<file path="config.mk">
export PLATFORM = sky130hd
export DESIGN_NAME = scan_phase_gen
export DESIGN_NICKNAME = d
export VERILOG_FILES = /design/src/rtl/scan_phase_pkg.sv /design/src/rtl/sp_wrap_counter.sv /design/src/rtl/sp_phase_decode.sv /design/src/rtl/sp_strobe_bank.sv /design/src/rtl/scan_phase_gen.sv
export SDC_FILE = /design/constraint.sdc
export NUM_CORES = 1
export LEC_CHECK = 0
export BUFFER_PORTS_ARGS = -buffer_cell sky130_fd_sc_hd__buf_2
export CAP_MARGIN = 5
export CORE_MARGIN = 3
export CORE_UTILIZATION = 59
export CTS_CLUSTER_SIZE = 12
export DETAILED_ROUTE_END_ITERATION = 10
export GPL_ROUTABILITY_DRIVEN = 0
export GPL_TIMING_DRIVEN = 0
export PLACE_DENSITY_LB_ADDON = 0.2
export REMOVE_ABC_BUFFERS = 1
export SLEW_MARGIN = 10
export SYNTH_ARGS = -nofsm -noshare
export SYNTH_HDL_FRONTEND = slang
export SYNTH_SLANG_ARGS = --single-unit
</file>
<file path="constraint.sdc">
create_clock -name clk -period 6.2 [get_ports clk]
set_input_delay 0.31 -clock clk [delete_from_list [all_inputs] [get_ports clk]]
set_output_delay 0.31 -clock clk [all_outputs]
set_load 0.05 [all_outputs]
</file>
<file path="src/rtl/scan_phase_pkg.sv">
package scan_phase_pkg;

  // Phase codes; the numeric values are visible on the mode port.
  typedef enum logic [1:0] {
    PH_HBLANK = 2'b00,
    PH_VBLANK = 2'b01,
    PH_SEARCH = 2'b10,
    PH_XFER   = 2'b11
  } phase_t;

  localparam int NUM_PHASES = 4;

endpackage

</file>
<file path="src/rtl/sp_wrap_counter.sv">
// Modulo counter with synchronous clear; exposes its next value so that
// downstream decode can be registered in step with the count.
module sp_wrap_counter #(
  parameter int W    = 9,
  parameter int LAST = 455
) (
  input  logic         clk,
  input  logic         rst,
  input  logic         clr,
  input  logic         adv,
  output logic [W-1:0] cnt,
  output logic [W-1:0] nxt,
  output logic         at_last
);

  localparam logic [W-1:0] LAST_V = W'(LAST);

  always_comb begin
    at_last = (cnt == LAST_V);
    if (clr)
      nxt = '0;
    else if (adv)
      nxt = at_last ? '0 : cnt + 1'b1;
    else
      nxt = cnt;
  end

  always_ff @(posedge clk) begin
    if (rst)
      cnt <= '0;
    else
      cnt <= nxt;
  end

endmodule

</file>
<file path="src/rtl/sp_phase_decode.sv">
// Maps a (dot, line) position to its phase and flags positions that are
// the first dot of a phase.
module sp_phase_decode
  import scan_phase_pkg::*;
#(
  parameter int DOT_W       = 9,
  parameter int LINE_W      = 8,
  parameter int SEARCH_DOTS = 80,
  parameter int XFER_DOTS   = 172,
  parameter int VIS_LINES   = 144
) (
  input  logic [DOT_W-1:0]      dot,
  input  logic [LINE_W-1:0]     ly,
  output phase_t                phase,
  output logic [NUM_PHASES-1:0] first
);

  localparam logic [DOT_W-1:0]  XFER_AT = DOT_W'(SEARCH_DOTS);
  localparam logic [DOT_W-1:0]  HBL_AT  = DOT_W'(SEARCH_DOTS + XFER_DOTS);
  localparam logic [LINE_W-1:0] VBL_AT  = LINE_W'(VIS_LINES);

  logic visible;

  always_comb begin
    visible = (ly < VBL_AT);

    if (!visible)
      phase = PH_VBLANK;
    else if (dot < XFER_AT)
      phase = PH_SEARCH;
    else if (dot < HBL_AT)
      phase = PH_XFER;
    else
      phase = PH_HBLANK;

    first                 = '0;
    first[int'(PH_SEARCH)] = visible && (dot == '0);
    first[int'(PH_XFER)]   = visible && (dot == XFER_AT);
    first[int'(PH_HBLANK)] = visible && (dot == HBL_AT);
    first[int'(PH_VBLANK)] = (ly == VBL_AT) && (dot == '0);
  end

endmodule

</file>
<file path="src/rtl/sp_strobe_bank.sv">
// One registered pulse per phase, raised only on cycles where the
// position actually moves onto a phase's first dot.
module sp_strobe_bank #(
  parameter int N = 4
) (
  input  logic         clk,
  input  logic         rst,
  input  logic         fire,
  input  logic [N-1:0] hit,
  output logic [N-1:0] go
);

  for (genvar i = 0; i < N; i++) begin : g_bit
    logic q;
    always_ff @(posedge clk) begin
      if (rst)
        q <= 1'b0;
      else
        q <= fire & hit[i];
    end
    assign go[i] = q;
  end

endmodule

</file>
<file path="src/rtl/scan_phase_gen.sv">
module scan_phase_gen
  import scan_phase_pkg::*;
#(
  parameter  int DOTS_PER_LINE = 456,
  parameter  int SEARCH_DOTS   = 80,
  parameter  int XFER_DOTS     = 172,
  parameter  int VIS_LINES     = 144,
  parameter  int VBL_LINES     = 10,
  localparam int TOTAL_LINES   = VIS_LINES + VBL_LINES,
  localparam int DOT_W         = $clog2(DOTS_PER_LINE),
  localparam int LINE_W        = $clog2(TOTAL_LINES)
) (
  input  logic              clk,
  input  logic              rst,
  input  logic              dot_en,
  input  logic              disp_en,
  output logic [1:0]        mode,
  output logic [LINE_W-1:0] ly,
  output logic [DOT_W-1:0]  dot,
  output logic              search_go,
  output logic              xfer_go,
  output logic              hblank_go,
  output logic              vblank_go
);

  logic                  run_q;
  logic                  start;
  logic                  adv;
  logic                  park;
  logic [DOT_W-1:0]      dot_nxt;
  logic [LINE_W-1:0]     ly_nxt;
  logic                  dot_last;
  logic                  ly_last;
  phase_t                phase_nxt;
  logic [NUM_PHASES-1:0] first_nxt;
  logic [NUM_PHASES-1:0] go;
  logic [1:0]            mode_q;

  // Control: park when display is off, present the origin on the first
  // enabled cycle, then count on dot-clock enables.
  assign park  = ~disp_en;
  assign start = disp_en & ~run_q;
  assign adv   = disp_en & run_q & dot_en;

  always_ff @(posedge clk) begin
    if (rst)
      run_q <= 1'b0;
    else
      run_q <= disp_en;
  end

  sp_wrap_counter #(
    .W    (DOT_W),
    .LAST (DOTS_PER_LINE - 1)
  ) i_dot_ctr (
    .clk     (clk),
    .rst     (rst),
    .clr     (park),
    .adv     (adv),
    .cnt     (dot),
    .nxt     (dot_nxt),
    .at_last (dot_last)
  );

  sp_wrap_counter #(
    .W    (LINE_W),
    .LAST (TOTAL_LINES - 1)
  ) i_line_ctr (
    .clk     (clk),
    .rst     (rst),
    .clr     (park),
    .adv     (adv & dot_last),
    .cnt     (ly),
    .nxt     (ly_nxt),
    .at_last (ly_last)
  );

  sp_phase_decode #(
    .DOT_W       (DOT_W),
    .LINE_W      (LINE_W),
    .SEARCH_DOTS (SEARCH_DOTS),
    .XFER_DOTS   (XFER_DOTS),
    .VIS_LINES   (VIS_LINES)
  ) i_decode (
    .dot   (dot_nxt),
    .ly    (ly_nxt),
    .phase (phase_nxt),
    .first (first_nxt)
  );

  // Phase register is loaded from the next position so it lines up with
  // the counters without an extra cycle of lag.
  always_ff @(posedge clk) begin
    if (rst)
      mode_q <= PH_HBLANK;
    else if (park)
      mode_q <= PH_HBLANK;
    else
      mode_q <= phase_nxt;
  end

  sp_strobe_bank #(
    .N (NUM_PHASES)
  ) i_strobes (
    .clk  (clk),
    .rst  (rst),
    .fire (start | adv),
    .hit  (first_nxt),
    .go   (go)
  );

  assign mode      = mode_q;
  assign search_go = go[int'(PH_SEARCH)];
  assign xfer_go   = go[int'(PH_XFER)];
  assign hblank_go = go[int'(PH_HBLANK)];
  assign vblank_go = go[int'(PH_VBLANK)];

  logic unused_ok;
  assign unused_ok = ly_last;

endmodule

</file>
# ---- Word-level counts from Yosys, hierarchy flattened
# Index checks and enable logic that the tools add are counted.
dict set report word_totals {
  regBits 24
  latch_bits 0
  mem_bits_rw 0
  rom_bits 0
  input_bits 4
  out_inout_bits 23
  wordCells 47
  mem_count 0
}
dict set report classes {
  addsub 2
  n_mul 0
  n_div 0
  magnitude_cmp 3
  n_eq_ne 5
  shifts 0
  mux 9
  bitwise 12
  n_reduce_logical 7
}
# operator n
set op_table {}
lappend op_table {{9-bit 2-to-1 mux} 3}
lappend op_table {{8-bit 2-to-1 mux} 3}
lappend op_table {{8-bit == test, second input constant} 2}
lappend op_table {{9-bit by 1-bit adder with 9-bit output, second input constant} 1}
lappend op_table {{9-bit by 7-bit == test with 1-bit output, second input constant} 1}
lappend op_table {{9-bit by 8-bit == test with 1-bit output, second input constant} 1}
lappend op_table {{9-bit == test, second input constant} 1}
lappend op_table {{9-bit logical NOT} 1}
lappend op_table {{9-bit by 7-bit < comparator with 1-bit output, second input constant} 1}
lappend op_table {{9-bit by 8-bit < comparator with 1-bit output, second input constant} 1}
lappend op_table {{8-bit by 1-bit adder with 8-bit output, second input constant} 1}
lappend op_table {{1-bit AND} 8}
lappend op_table {{8-bit < comparator, second input constant} 1}
lappend op_table {{1-bit logical AND} 4}
lappend op_table {{2-bit 2-to-1 mux} 2}
lappend op_table {{1-bit inverter} 3}
lappend op_table {{3-bit OR reduction} 1}
lappend op_table {{2-bit OR reduction} 1}
lappend op_table {{1-bit 2-to-1 mux} 1}
lappend op_table {{1-bit bitwise OR} 1}

# ---- Longest topological paths before layout
dict set report depth {
  depth_word 8
  mapped_depth 7
  depth_no_buf 7
}

# ---- By module
# From an unflattened synthesis, not the netlist that was laid out.
dict set report hier_totals {
  cells_unflattened 156
  hier_area_um2 1348.8
}
# module n_inst cells_per_inst area_per_inst_um2 seq_area_each_um2
set modules_own_cells {}
lappend modules_own_cells {{sp_wrap_counter (i_dot_ctr)} 1 58 515.5 180.2}
lappend modules_own_cells {{sp_wrap_counter (i_line_ctr)} 1 53 432.9 160.2}
lappend modules_own_cells {sp_strobe_bank 1 12 145.1 80.1}
lappend modules_own_cells {sp_phase_decode 1 22 138.9 0.0}
lappend modules_own_cells {scan_phase_gen 1 11 116.4 60.1}

# ---- Worst setup path before layout
# Ideal clock, no wire load.
dict set report synth_path {
  kind {reg-to-reg}
  startpoint {register i_dot_ctr.cnt[0]}
  endpoint {register i_strobes.g_bit[3].q}
  setup_ns 0.112
  arrival_time_ns 2.502
  t_required_ns 6.088
  slack_ns 3.586
  path_stages_with_launch 7
  n_path_buf 0
  period_less_slack_ns 2.614
  path_cell_list {dfxtp_1 > ha_1 > nand4_1 > a211o_1 > a2111oi_0 > nand4bb_1 > a2111oi_1}
}
dict set report synth_between {
  elab_chain_cells 7
  word_cells_on_any_way 12
  classes_between {add/sub: 1; order compare: 1; eq/ne: 2; mux: 5; bitwise: 2; reduce/logical: 1}
}
# item line_no
set synth_rtl {}
lappend synth_rtl {{start, declared} sp_wrap_counter.sv:11} ;# output logic [W-1:0] cnt,
lappend synth_rtl {{start signal, assigned} sp_wrap_counter.sv:32} ;# cnt <= nxt;
lappend synth_rtl {{9-bit by 1-bit adder with 9-bit output or 9-bit == test (tied branches)} {sp_wrap_counter.sv:23, sp_wrap_counter.sv:19}}
lappend synth_rtl {{9-bit 2-to-1 mux or 1-bit AND (tied branches)} {sp_wrap_counter.sv:23, scan_phase_gen.sv:72}}
lappend synth_rtl {{9-bit 2-to-1 mux or 8-bit 2-to-1 mux (tied branches)} sp_wrap_counter.sv:22} ;# else if (adv)
lappend synth_rtl {{9-bit 2-to-1 mux or 8-bit 2-to-1 mux (tied branches)} sp_wrap_counter.sv:20} ;# if (clr)
lappend synth_rtl {{9-bit by 7-bit == test with 1-bit output or 8-bit < comparator (tied branches)} {sp_phase_decode.sv:38, sp_phase_decode.sv:25}}
lappend synth_rtl {{1-bit logical AND *} sp_phase_decode.sv:38} ;# first[int'(PH_XFER)] = visible && (dot == XFER_AT);
lappend synth_rtl {{1-bit AND *} sp_strobe_bank.sv:19} ;# q <= fire & hit[i];
lappend synth_rtl {{end signal, assigned} sp_strobe_bank.sv:19}
lappend synth_rtl {{end, declared} sp_strobe_bank.sv:14} ;# logic q;
# Every way passes the cells marked *; elsewhere a longest branch is shown, timed or not.
# A chain may end at the register's enable or synchronous reset.

# ---- Worst setup path after layout
# Ends and elaborated chain as after synthesis.

==> flow_summary.yaml <==
drt:
  wl_met3_um: 304
  drt-initial-drc-count: 62
  vias: 1464
  wirelength_um: 3600
  top_layer: "met4"
  drc: 0
  drt-wirelength-per-cell_um: 15.9
  antenna_left: 0
  dr.pass1.iters: 4
  met1Wirelength_um: 1640
  wl_met2_um: 1610
  post_drt_via_cell_ratio: 6.48
run_status:
  outcome: "complete, no violations"
critical_path:
  worst_setup_path_end_kind: "flop"
  path_depth: 6
  rr_worst_depth: 6
  critPathMaxFanout: 7
  crit_buf_inv: 0
  crit_chain: "ha_1, nand4_1, a211o_1, a2111oi_0, nand4bb_1, a2111oi_1"
  slowest_stage: "a2111oi_0"
  cp_slowest_stage_delay_ns: 0.66
  start_kind: "flop"
  cp.arrival_ns: 3.03
  required_ns: 6.39
  cp_top_family: "compound AO/OA/AOI/OAI gates"
  worstSetupPathType: "reg -> reg"
floorplan:
  die_w_um: 57.1
  ioPinCount: 27
  die_y_um: 57.1
  initial_core_util: 0.657
  die-area_mm2: 0.00325
  rows: 17
  core_area_mm2: 0.00234
logic_synthesis:
  synth_cells: 178
  synth_seq_area_share: 0.312
  netlist_area_mm2: 0.00154
  synth_edf_count: 0
  yosysWarnings: 0
  syn_avg_cell_area_um2: 8.64
  yosys.area.top_type_share: 0.312
  yosys-top-cells-area: "dfxtp_1 (31%), nor2_1 (5.1%), xnor2_1 (4.0%), nand3_1 (3.6%), buf_6 (2.9%)"
  async_reset_ff_frac: 0
  ys.flop_type: "dfxtp_1"
  synth.distinct_cells: 60
  ys_seq_elements: 24
  yosysTopAreaCell: "dfxtp_1"
grt:
  grt_first_pass_wirelength_um: 6200
  antenna_found_initial: 0
  grt_overflow: 0
  grt.total_usage: 0.234
  grt_pass1_vias: 1326
  grt_max_degree: 15
clock_tree:
  cts_made_buffers: 3
  path_clk_slew_ns: 0.13
  cts_sinks: 24
  clock_tree.buffer_depth: 2
  cts_resized: 0
  root_buffer: "clkbuf_4"
  tritoncts: "yes"
  hold_buffers: 0
  cts_max_level: 1
  clock_latency_ns: 0.31
  post-cts-setup-buffer-count: 0
final_layout:
  syn_to_final_growth_pct: 7.00
  final_nets: 207
  final_common_cell: "buf_2"
  finalNonFillerCells: 226
  final_cell_mix: "buf_2 (26), dfxtp_1 (24), nor2_1 (21), nand3_1 (11), nand2_1 (11)"
  antenna_cells: 0
  drive_gt1_frac: 0.212
  nFillCells: 203
placed_design:
  dp_slack_ns: 3.54
  dp.cells: 223
  dp_hpwl_um: 2720
  port_buffers: 26
sta:
  hold_ws_ns: 0.188
  fin_setup_tns_ns: 0
  finalHoldViolations: 0
  fin_ws_ns: 3.36
  setup_violations: 0
  max_freq_ghz: 0.353
  tightestPinTransition_ns: 0.683
  rsz0062_at_grt: "no"
  maxSlewViolCount: 0
  skew_ns: 0.00759
  period_share: 0.457
  post-route-min-period_ns: 2.84
  slew_headroom: 0.533
power_and_ir_drop:
  cellPowerDensity_mw_per_mm2: 146
  ir_drop_mv: 0.108
  p_total_uw: 240
  p_leak_uw: 0.000670
min_path:
  hp-class: "in -> reg"
  min_path_cells: 2
run:
  cap_violations: 0
==> path summary, 6_finish.rpt <==
| check | end | slack, ns | startpoint |
|---|---|---|---|
| worst max-delay path | i_strobes.g_bit[3].q | 3.36 | i_dot_ctr.cnt[0] |
| worst min-delay path | i_dot_ctr.cnt[1] | 0.19 | rst |
| worst max register to register | i_strobes.g_bit[3].q | 3.36 | i_dot_ctr.cnt[0] |
| worst min register to register | i_line_ctr.cnt[2] | 0.59 | i_line_ctr.cnt[2] |
==> logic make-up after synthesis <==
logic type               count (synthesis)  synth area share
AO/OA/AOI/OAI                           35             0.174
XOR/XNOR                                11            0.0627
adder cells (fa/ha/maj)                  3            0.0244
buffers and inverters                   15            0.0667
flip-flops                              24             0.312
multiplexers                             5            0.0358
AND/OR/NAND/NOR                         85             0.324
==> registers in the layout, summed over array words and instances (netlist names) <==
| name | flops |
|---|---|
| i_dot_ctr.cnt | 9 |
| i_line_ctr.cnt | 8 |
| i_strobes.g_bit.q | 4 |
| mode | 2 |
| run_q | 1 |
==> report_power, final <==
part	leakage, µW	total (µW)	internal (µW)	switching, µW
Clock	0.0000138	67.9	22.7	45.2
Combinational	0.000462	14.7	3.56	11.2
Sequential	0.000194	157	155	1.62
==> cell usage after synthesis, drive strengths merged, types with 3 or more instances <==
master   number
nor2         21
nor4          4
xor2          4
nand3        11
a211oi        4
ha            3
inv           6
nand2        11
nor3          4
mux2i         4
a21oi         5
and4          3
xnor2         7
o21ai         4
a2111oi       3
buf           7
nand4         6
a31oi         3
and3          7
dfxtp        24
==> cell type report <==
type                            count  area, µm²  area share
Tap cell                           28       35.0      0.0213
Timing Repair Buffer               26        130      0.0791
Inverter                            6       22.5      0.0137
Sequential cell                    24        480       0.292
Multi-Input combinational cell    139        955       0.580
Clock buffer                        3       22.5      0.0137
==> metrics by stage <==
step | utilization | instance area [µm²]
global placement | 0.694 | 1620
floorplan | - | 1460
global route | 0.703 | 1650
CTS | 0.703 | 1650
detailed placement | 0.694 | 1620
finish | 0.703 | 1650
==> per-layer routing <==
| layer | GRT usage | up-vias |
|---|---|---|
| met2 | 0.361 | 76 |
| met3 | 0.0566 | 8 |
| li1 | - | 711 |
| met5 | 0 | - |
| met1 | 0.325 | 669 |
| met4 | 0.0662 | 0 |
Power figures use the tool's default switching activity.
